<file path="src/rtl/emseq_pkg.sv">
package emseq_pkg;
  localparam int CNT_W = 2;

  typedef struct packed {
    logic             load;
    logic             advance;
    logic [CNT_W-1:0] step;
  } emseq_strobe_t;
endpackage

</file>
<file path="src/rtl/emseq_datapath.sv">
module emseq_datapath
  import emseq_pkg::*;
#(
  parameter int DATA_W       = 32,
  parameter int IDX_W        = 5,
  parameter int REM_W        = 8,
  parameter int SPECIAL_BASE = 29,
  parameter int DATA_IDX     = 29,
  parameter int ZERO_IDX     = 0
) (
  input  logic              clk,
  input  logic              rstN,
  input  emseq_strobe_t     strobe,
  input  logic [CNT_W-1:0]  inCount,
  input  logic [REM_W-1:0]  remCount,
  input  logic [IDX_W-1:0]  inDst,
  input  logic [DATA_W-1:0] inSrc2,
  input  logic              mvValid,
  input  logic              mvReady,
  output logic [CNT_W-1:0]  clipCnt,
  output logic [CNT_W-1:0]  totCnt,
  output logic [IDX_W-1:0]  mvDst,
  output logic [DATA_W-1:0] mvData
);
  localparam logic [IDX_W-1:0] SPECIAL_LO = IDX_W'(SPECIAL_BASE);
  localparam logic [IDX_W-1:0] DATA_SEL   = IDX_W'(DATA_IDX);
  localparam logic [IDX_W-1:0] ZERO_SEL   = IDX_W'(ZERO_IDX);
  localparam logic [CNT_W-1:0] FULL_BURST = '1;
  localparam logic [CNT_W-1:0] MID_STEP   = CNT_W'(1);

  logic [IDX_W-1:0]  dstR;
  logic [DATA_W-1:0] dataR;

  // Clip the requested count against the live remaining count.
  always_comb begin
    if (remCount < REM_W'(inCount)) clipCnt = remCount[CNT_W-1:0];
    else                             clipCnt = inCount;
  end

  always_ff @(posedge clk) begin
    if (!rstN) begin
      dstR   <= '0;
      dataR  <= '0;
      totCnt <= '0;
    end else if (strobe.load) begin
      dstR   <= inDst;
      dataR  <= inSrc2;
      totCnt <= clipCnt;
    end
  end

  // Destination select for the move currently presented.
  always_comb begin
    if (dstR < SPECIAL_LO)
      mvDst = ZERO_SEL;
    else if (totCnt == FULL_BURST && strobe.step == MID_STEP)
      mvDst = dstR;
    else
      mvDst = DATA_SEL;
  end

  assign mvData = dataR;

  // a move held by back-pressure keeps destination and data.
  a_r8_hold_stable: assert property (@(posedge clk) disable iff (!rstN)
    mvValid && !mvReady |=> mvValid && $stable(mvDst) && $stable(mvData));
endmodule

</file>
<file path="src/rtl/emseq_ctrl.sv">
module emseq_ctrl
  import emseq_pkg::*;
(
  input  logic             clk,
  input  logic             rstN,
  input  logic             inValid,
  input  logic [CNT_W-1:0] clipCnt,
  input  logic [CNT_W-1:0] totCnt,
  input  logic             mvReady,
  output logic             inReady,
  output logic             mvValid,
  output emseq_strobe_t    strobe
);
  logic             busyR;
  logic [CNT_W-1:0] stepR;
  logic             accept;
  logic             lastStep;

  assign accept   = inValid && !busyR;
  assign lastStep = (stepR == totCnt - CNT_W'(1));

  assign inReady        = !busyR;
  assign mvValid        = busyR;
  assign strobe.load    = accept && (clipCnt != '0);
  assign strobe.advance = busyR && mvReady;
  assign strobe.step    = stepR;

  always_ff @(posedge clk) begin
    if (!rstN) begin
      busyR <= 1'b0;
      stepR <= '0;
    end else if (strobe.load) begin
      busyR <= 1'b1;
      stepR <= '0;
    end else if (strobe.advance) begin
      if (lastStep) busyR <= 1'b0;
      else          stepR <= stepR + CNT_W'(1);
    end
  end

  // issue stays closed whenever a move is presented.
  a_r7_ready_low: assert property (@(posedge clk) disable iff (!rstN)
    mvValid |-> !inReady);

  // an instruction clipped to zero moves opens no burst.
  a_r3_zero_no_burst: assert property (@(posedge clk) disable iff (!rstN)
    inValid && inReady && clipCnt == '0 |=> !mvValid && inReady);

  // the step index never reaches the clipped total.
  a_r2_step_bound: assert property (@(posedge clk) disable iff (!rstN)
    mvValid |-> stepR < totCnt);

  // the first move follows an accepting load on the next cycle.
  a_r8_first_move: assert property (@(posedge clk) disable iff (!rstN)
    strobe.load |=> mvValid);
endmodule

</file>
<file path="src/rtl/extra_move_seq.sv">
module extra_move_seq
  import emseq_pkg::*;
#(
  parameter int DATA_W       = 32,
  parameter int IDX_W        = 5,
  parameter int REM_W        = 8,
  parameter int SPECIAL_BASE = 29,
  parameter int DATA_IDX     = 29,
  parameter int ZERO_IDX     = 0
) (
  input  logic              clk,
  input  logic              rstN,
  input  logic              inValid,
  output logic              inReady,
  input  logic [1:0]        inCount,
  input  logic [REM_W-1:0]  remCount,
  input  logic [IDX_W-1:0]  inDst,
  input  logic [DATA_W-1:0] inSrc2,
  output logic              mvValid,
  input  logic              mvReady,
  output logic [IDX_W-1:0]  mvDst,
  output logic [DATA_W-1:0] mvData
);
  emseq_strobe_t    strobe;
  logic [CNT_W-1:0] clipCnt;
  logic [CNT_W-1:0] totCnt;

  emseq_ctrl u_ctrl (
    .clk     (clk),
    .rstN    (rstN),
    .inValid (inValid),
    .clipCnt (clipCnt),
    .totCnt  (totCnt),
    .mvReady (mvReady),
    .inReady (inReady),
    .mvValid (mvValid),
    .strobe  (strobe)
  );

  emseq_datapath #(
    .DATA_W       (DATA_W),
    .IDX_W        (IDX_W),
    .REM_W        (REM_W),
    .SPECIAL_BASE (SPECIAL_BASE),
    .DATA_IDX     (DATA_IDX),
    .ZERO_IDX     (ZERO_IDX)
  ) u_dp (
    .clk      (clk),
    .rstN     (rstN),
    .strobe   (strobe),
    .inCount  (inCount),
    .remCount (remCount),
    .inDst    (inDst),
    .inSrc2   (inSrc2),
    .mvValid  (mvValid),
    .mvReady  (mvReady),
    .clipCnt  (clipCnt),
    .totCnt   (totCnt),
    .mvDst    (mvDst),
    .mvData   (mvData)
  );
endmodule

</file>
<file path="config.mk">
export PLATFORM = sky130hd
export DESIGN_NAME = extra_move_seq
export DESIGN_NICKNAME = d
export VERILOG_FILES = /design/src/rtl/emseq_pkg.sv /design/src/rtl/emseq_datapath.sv /design/src/rtl/emseq_ctrl.sv /design/src/rtl/extra_move_seq.sv
export SDC_FILE = /design/constraint.sdc
export NUM_CORES = 1
export LEC_CHECK = 0
export BUFFER_PORTS_ARGS = -buffer_cell sky130_fd_sc_hd__buf_4
export CORE_MARGIN = 8
export CORE_UTILIZATION = 41
export DETAILED_ROUTE_END_ITERATION = 8
export HOLD_SLACK_MARGIN = 0.05
export PLACE_DENSITY = 0.75
export SETUP_SLACK_MARGIN = 0.1
export SYNTH_ARGS = -nofsm -noshare
export SYNTH_HDL_FRONTEND = slang
export SYNTH_SLANG_ARGS = --single-unit
</file>
<file path="constraint.sdc">
create_clock -name clk -period 2.35 [get_ports clk]
set_clock_uncertainty 0.1 [all_clocks]
set_input_delay 0.3525 -clock clk [delete_from_list [all_inputs] [get_ports clk]]
set_output_delay 0.3525 -clock clk [all_outputs]
set_load 0.03 [all_outputs]
</file>
# --- Yosys cells after proc, flatten, opt, wreduce, memory -nomap -nowiden ---
# Index checks and enable logic that the tools add are counted.
totals:
  inputBits: 51
  register_bits: 42
  output_inout_bits: 39
  word_cells: 31
op_classes:
  muxes: 6
  n_eq_ne: 3
  magnitude_cmp: 2
  add_sub_neg: 2
  bitwise: 2
  reduce_logical: 11
ops:
  columns: ["cell", "n"]
  rows:
  - ["$mux 5", 2]
  - ["$lt 8x2->1", 1]
  - ["$reduce_bool 2->1", 3]
  - ["$lt 5x5->1 const B", 1]
  - ["$logic_and 1x1->1", 4]
  - ["$reduce_and 2->1", 2]
  - ["$mux 1", 3]
  - ["$add 2x1->2 const B", 1]
  - ["$eq 2x1->1 const B", 1]
  - ["$eq 2x2->1", 1]
  - ["$eq 2x2->1 const B", 1]
  - ["$mux 2", 1]
  - ["$not 1->1", 2]
  - ["$reduce_or 2->1", 1]
  - ["$sub 2x1->2 const B", 1]
  - ["$logic_not 1->1", 1]

# --- Depth between registers and ports, before layout ---
depth:
  depth_word: 6
  mapped_depth: 9
  ltp_nobuf: 7

# --- Hierarchy ---
# Synthesis repeated with hierarchy kept, for this count alone.
unflattened:
  cells_unflattened: 172
  area_unflattened_um2: 1809.2
by_module_without_submodules:
  columns: ["module", "seq_area_each_um2", "n_inst", "area_each_um2", "cells_per_inst"]
  rows:
  - ["emseq_datapath", 780.7, 1, 1604.0, 148]
  - ["emseq_ctrl", 60.1, 1, 205.2, 24]

# --- Least setup slack after synthesis ---
# No wires, ideal clock.
synth_path:
  kind: "in2reg"
  start: "input inCount[1]"
  end: "register u_dp.dataR[10], in the netlist u_dp.mvData[10]"
  required_ps: 2132
  path_slack_ps: 91
  path_stages: 9
  arrival_time_ps: 2041
  setup_time_ps: 118
  path_buffers: 2
  cell_sequence: "inv_1 > ha_1 > or3_1 > a211oi_2 > mux2_4 > and2_4 > buf_12 > buf_12 > mux2i_1"
synth_between:
  elab_chain_len: 4
synth_lines:
  columns: ["element", "line_no", "rtl"]
  rows:
  - ["start, declared", "extra_move_seq.sv:15", "input logic [1:0] inCount,"]
  - ["$lt 8x2->1", "emseq_datapath.sv:36", "if (remCount < REM_W'(inCount)) clipCnt = remCount[CNT_W-1:0];"]
  - ["$mux 2 *", "emseq_datapath.sv:36", null]
  - ["$reduce_bool 2->1 *", "emseq_ctrl.sv:24", "assign strobe.load = accept && (clipCnt != '0);"]
  - ["$logic_and 1x1->1 *", "emseq_ctrl.sv:24", null]
  - ["end signal, assigned", "emseq_datapath.sv:47", "dataR <= inSrc2;"]
  - ["end, declared", "emseq_datapath.sv:32", "logic [DATA_W-1:0] dataR;"]
# Mark *: on every way between the ends. The rest lies on a longest branch, timed or not.
# A chain may end at the register's enable or synchronous reset.

# --- Worst setup path in the final report ---
layout_path:
  start: "input inCount[1]"
  end: "register u_dp.dataR[13], in the netlist u_dp.mvData[13]"
# Same word-level chain as after synthesis.

==> out/metrics.cfg <==
[synthesis]
ys.flop_type = dfxtp_1
synth_compound_area_share_pct = 3.88
synth_xor_area_share_pct = 1.41
synth_nets = 263
synth_edf_count = 0
yosysWarnings = 0
yosysTopAreaCell = dfxtp_1
syn_avg_cell_area_sq_um = 8.94
synthTopCellsByArea = dfxtp_1 45%, mux2i_1 20%, nand2_1 16%
yosysSeqAreaShare_pct = 45.0
yosys.area_share.adder_pct = 2.01
post_synth_instance_area_sq_um = 1870
synthSimpleGateAreaFrac_pct = 21.1
synth_cell_type_count = 26
synth_top_family_by_area = simple AND/OR/NAND/NOR gates
ys_async_sr_fraction_pct = 0
synth_top_cell_area_share_pct = 45.0
syn_inst = 209
synth_seq_cells = 42
synth.area.mux_share_pct = 20.6

[placement]
dp.cells = 340
pre_cts_ws_ps = -133
io_buffers = 89
dpl_cell_area_sq_um = 2540
gp_congestion = 0.714
dp_hpwl_microns = 3450

[final_layout]
layout-area-overhead-vs-synth_pct = 41.0
design_area_sq_um = 2640
multi_input_comb_area_sq_um = 923
fill_cells = 398
antenna_cells = 0
fin_cells = 349
regArea_sq_um = 841
nets = 350
drive_gt1_share_pct = 35.4

[global_routing]
grt_usage_pct = 12.7
antenna_found_initial = 0
grt_max_degree = 42
grt_pass1_vias = 1648
grt_pass1_wl_microns = 7560
overflow = 0

[drt]
wirelength_microns = 4710
drtIter0Drc = 72
post_drt_wl_per_cell_microns = 13.5
first_pass_iters = 4
vias = 1653
drc = 0
ant_nets = 0
viasPerCell = 4.74

[clock_tree]
h-tree-depth = 2
cts_resized = 0
clock_latency_ps = 280
cts_tree = done
clkSinkCount = 42
clk_path_buf_depth = 2
clk_pin_slew_ps = 80
postCtsSetupBuffers = 0
hold_buffers = 0
cts_buffers = 5
root_buffer = clkbuf_8

[setup_path]
required_ps = 2470
path_max_fanout = 19
cp-start-kind = primary input
arrival_ps = 2260
critPathBufInv = 2
cpLargestDelayFamily = simple AND/OR/NAND/NOR gates
max_stage_delay_ps = 580
slowest_stage = and2_2
end_kind = flop
critical_path_class = in2reg
path_cells = buf_4 > inv_1 > ha_1 > or3_1 > o31a_1 > o21ai_2 > and2_2 > mux2i_1

[timing]
hold_ws_ps = 211
max_freq_mhz = 466
finalSetupViolations = 0
fin_ws_ps = 203
tightest_slew_ps = 607
max_slew_margin_pct = 59.5
rsz0062_at_grt = no
hold_viol = 0
period_share_pct = 91.3
min_period_ps = 2150
final_max_slew_viol_count = 0

[power]
finalPower_mw = 1.68
cellPowerDensity_nw_per_um2 = 637
p_leak_nw = 1.35
ir_drop_mv = 0.255

[floorplanning]
rows = 24
dieArea_sq_um = 6980
die_y_microns = 83.5
start_util_pct = 42.6
fp.dieW_microns = 83.5
core_area_sq_um = 4380
io_pins = 90

[worst_hold_path]
hold_path_class = in2reg

[status]
status = finished, final reports clean

[flow_run]
max_cap_violations = 0

routing by layer:
metal  global-route usage (%)  vias to the layer above  wire length (microns)
met5                        0                        -                      0
met3                     6.15                        7                    408
met4                     3.92                        0                     68
li1                         -                      852                      -
met2                     20.4                       63                   2090
met1                     14.5                      731                   2140
worst paths after layout:
check                           slack, ps              end            start  depth (start not counted)
worst max register to register        600  u_dp.mvData[13]   u_ctrl.mvValid                          5
worst min register to register        360  u_dp.mvData[31]  u_dp.mvData[31]                          2
worst max-delay path                  200  u_dp.mvData[13]       inCount[1]                          8
worst min-delay path                  210   u_dp.mvData[4]        inSrc2[4]                          3
flip-flops by register name, summed over array words and instances, names as in the netlist:
signal          count
u_dp.mvData        32
u_dp.totCnt         2
u_ctrl.stepR        2
u_ctrl.mvValid      1
u_dp.dstR           5
cell usage after synthesis, types with 2 or more instances:
library cell	number
a21boi_1	3
buf_12	3
clkbuf_1	9
dfxtp_1	42
ha_1	3
inv_1	3
mux2i_1	37
nand2_1	81
nand3_1	4
nor2_1	7
xor2_1	2
area by class of cell:
cell class                      count  share of cell area (%)
Clock inverter                      1                   0.190
Timing Repair Buffer               92                    26.7
Multi-Input combinational cell    152                    35.0
Tap cell                           52                    2.47
Sequential cell                    42                    31.9
Inverter                            3                   0.427
Clock buffer                        7                    3.28
tightest hold or removal path: stages:
cell	delay, ps
buf_4	110
nand2_1	40
mux2i_1	50
where the power goes:
part,internal [mW],switching (mW)
combinational,0.188,0.223
sequential,0.768,0.0324
clock,0.237,0.229
per-stage QoR:
stage | utilization, % | TNS, ps
floorplan | - | 0
global placement | 57.8 | -2200
detailed placement | 57.8 | -4020
CTS | 59.9 | 0
global route | 60.1 | 0
finish | 60.1 | 0
layout by cell type, fill, tap and decap left out, types with 2 or more instances in the layout:
cell,count
ha_1,3
xor2_1,2
a21boi_1,3
nand2_1,81
clkbuf_8,6
mux2i_1,37
buf_4,91
nand3_1,4
dfxtp_1,42
nor2_1,7
inv_1,3
cells by family after synthesis:
| logic type | after synthesis |
|---|---|
| compound gates | 9 |
| fa+ha+maj | 3 |
| buf+inv | 16 |
| mux | 38 |
| xor+xnor | 3 |
| simple gates | 98 |
| flops | 42 |
Power figures use the tool's default switching activity.
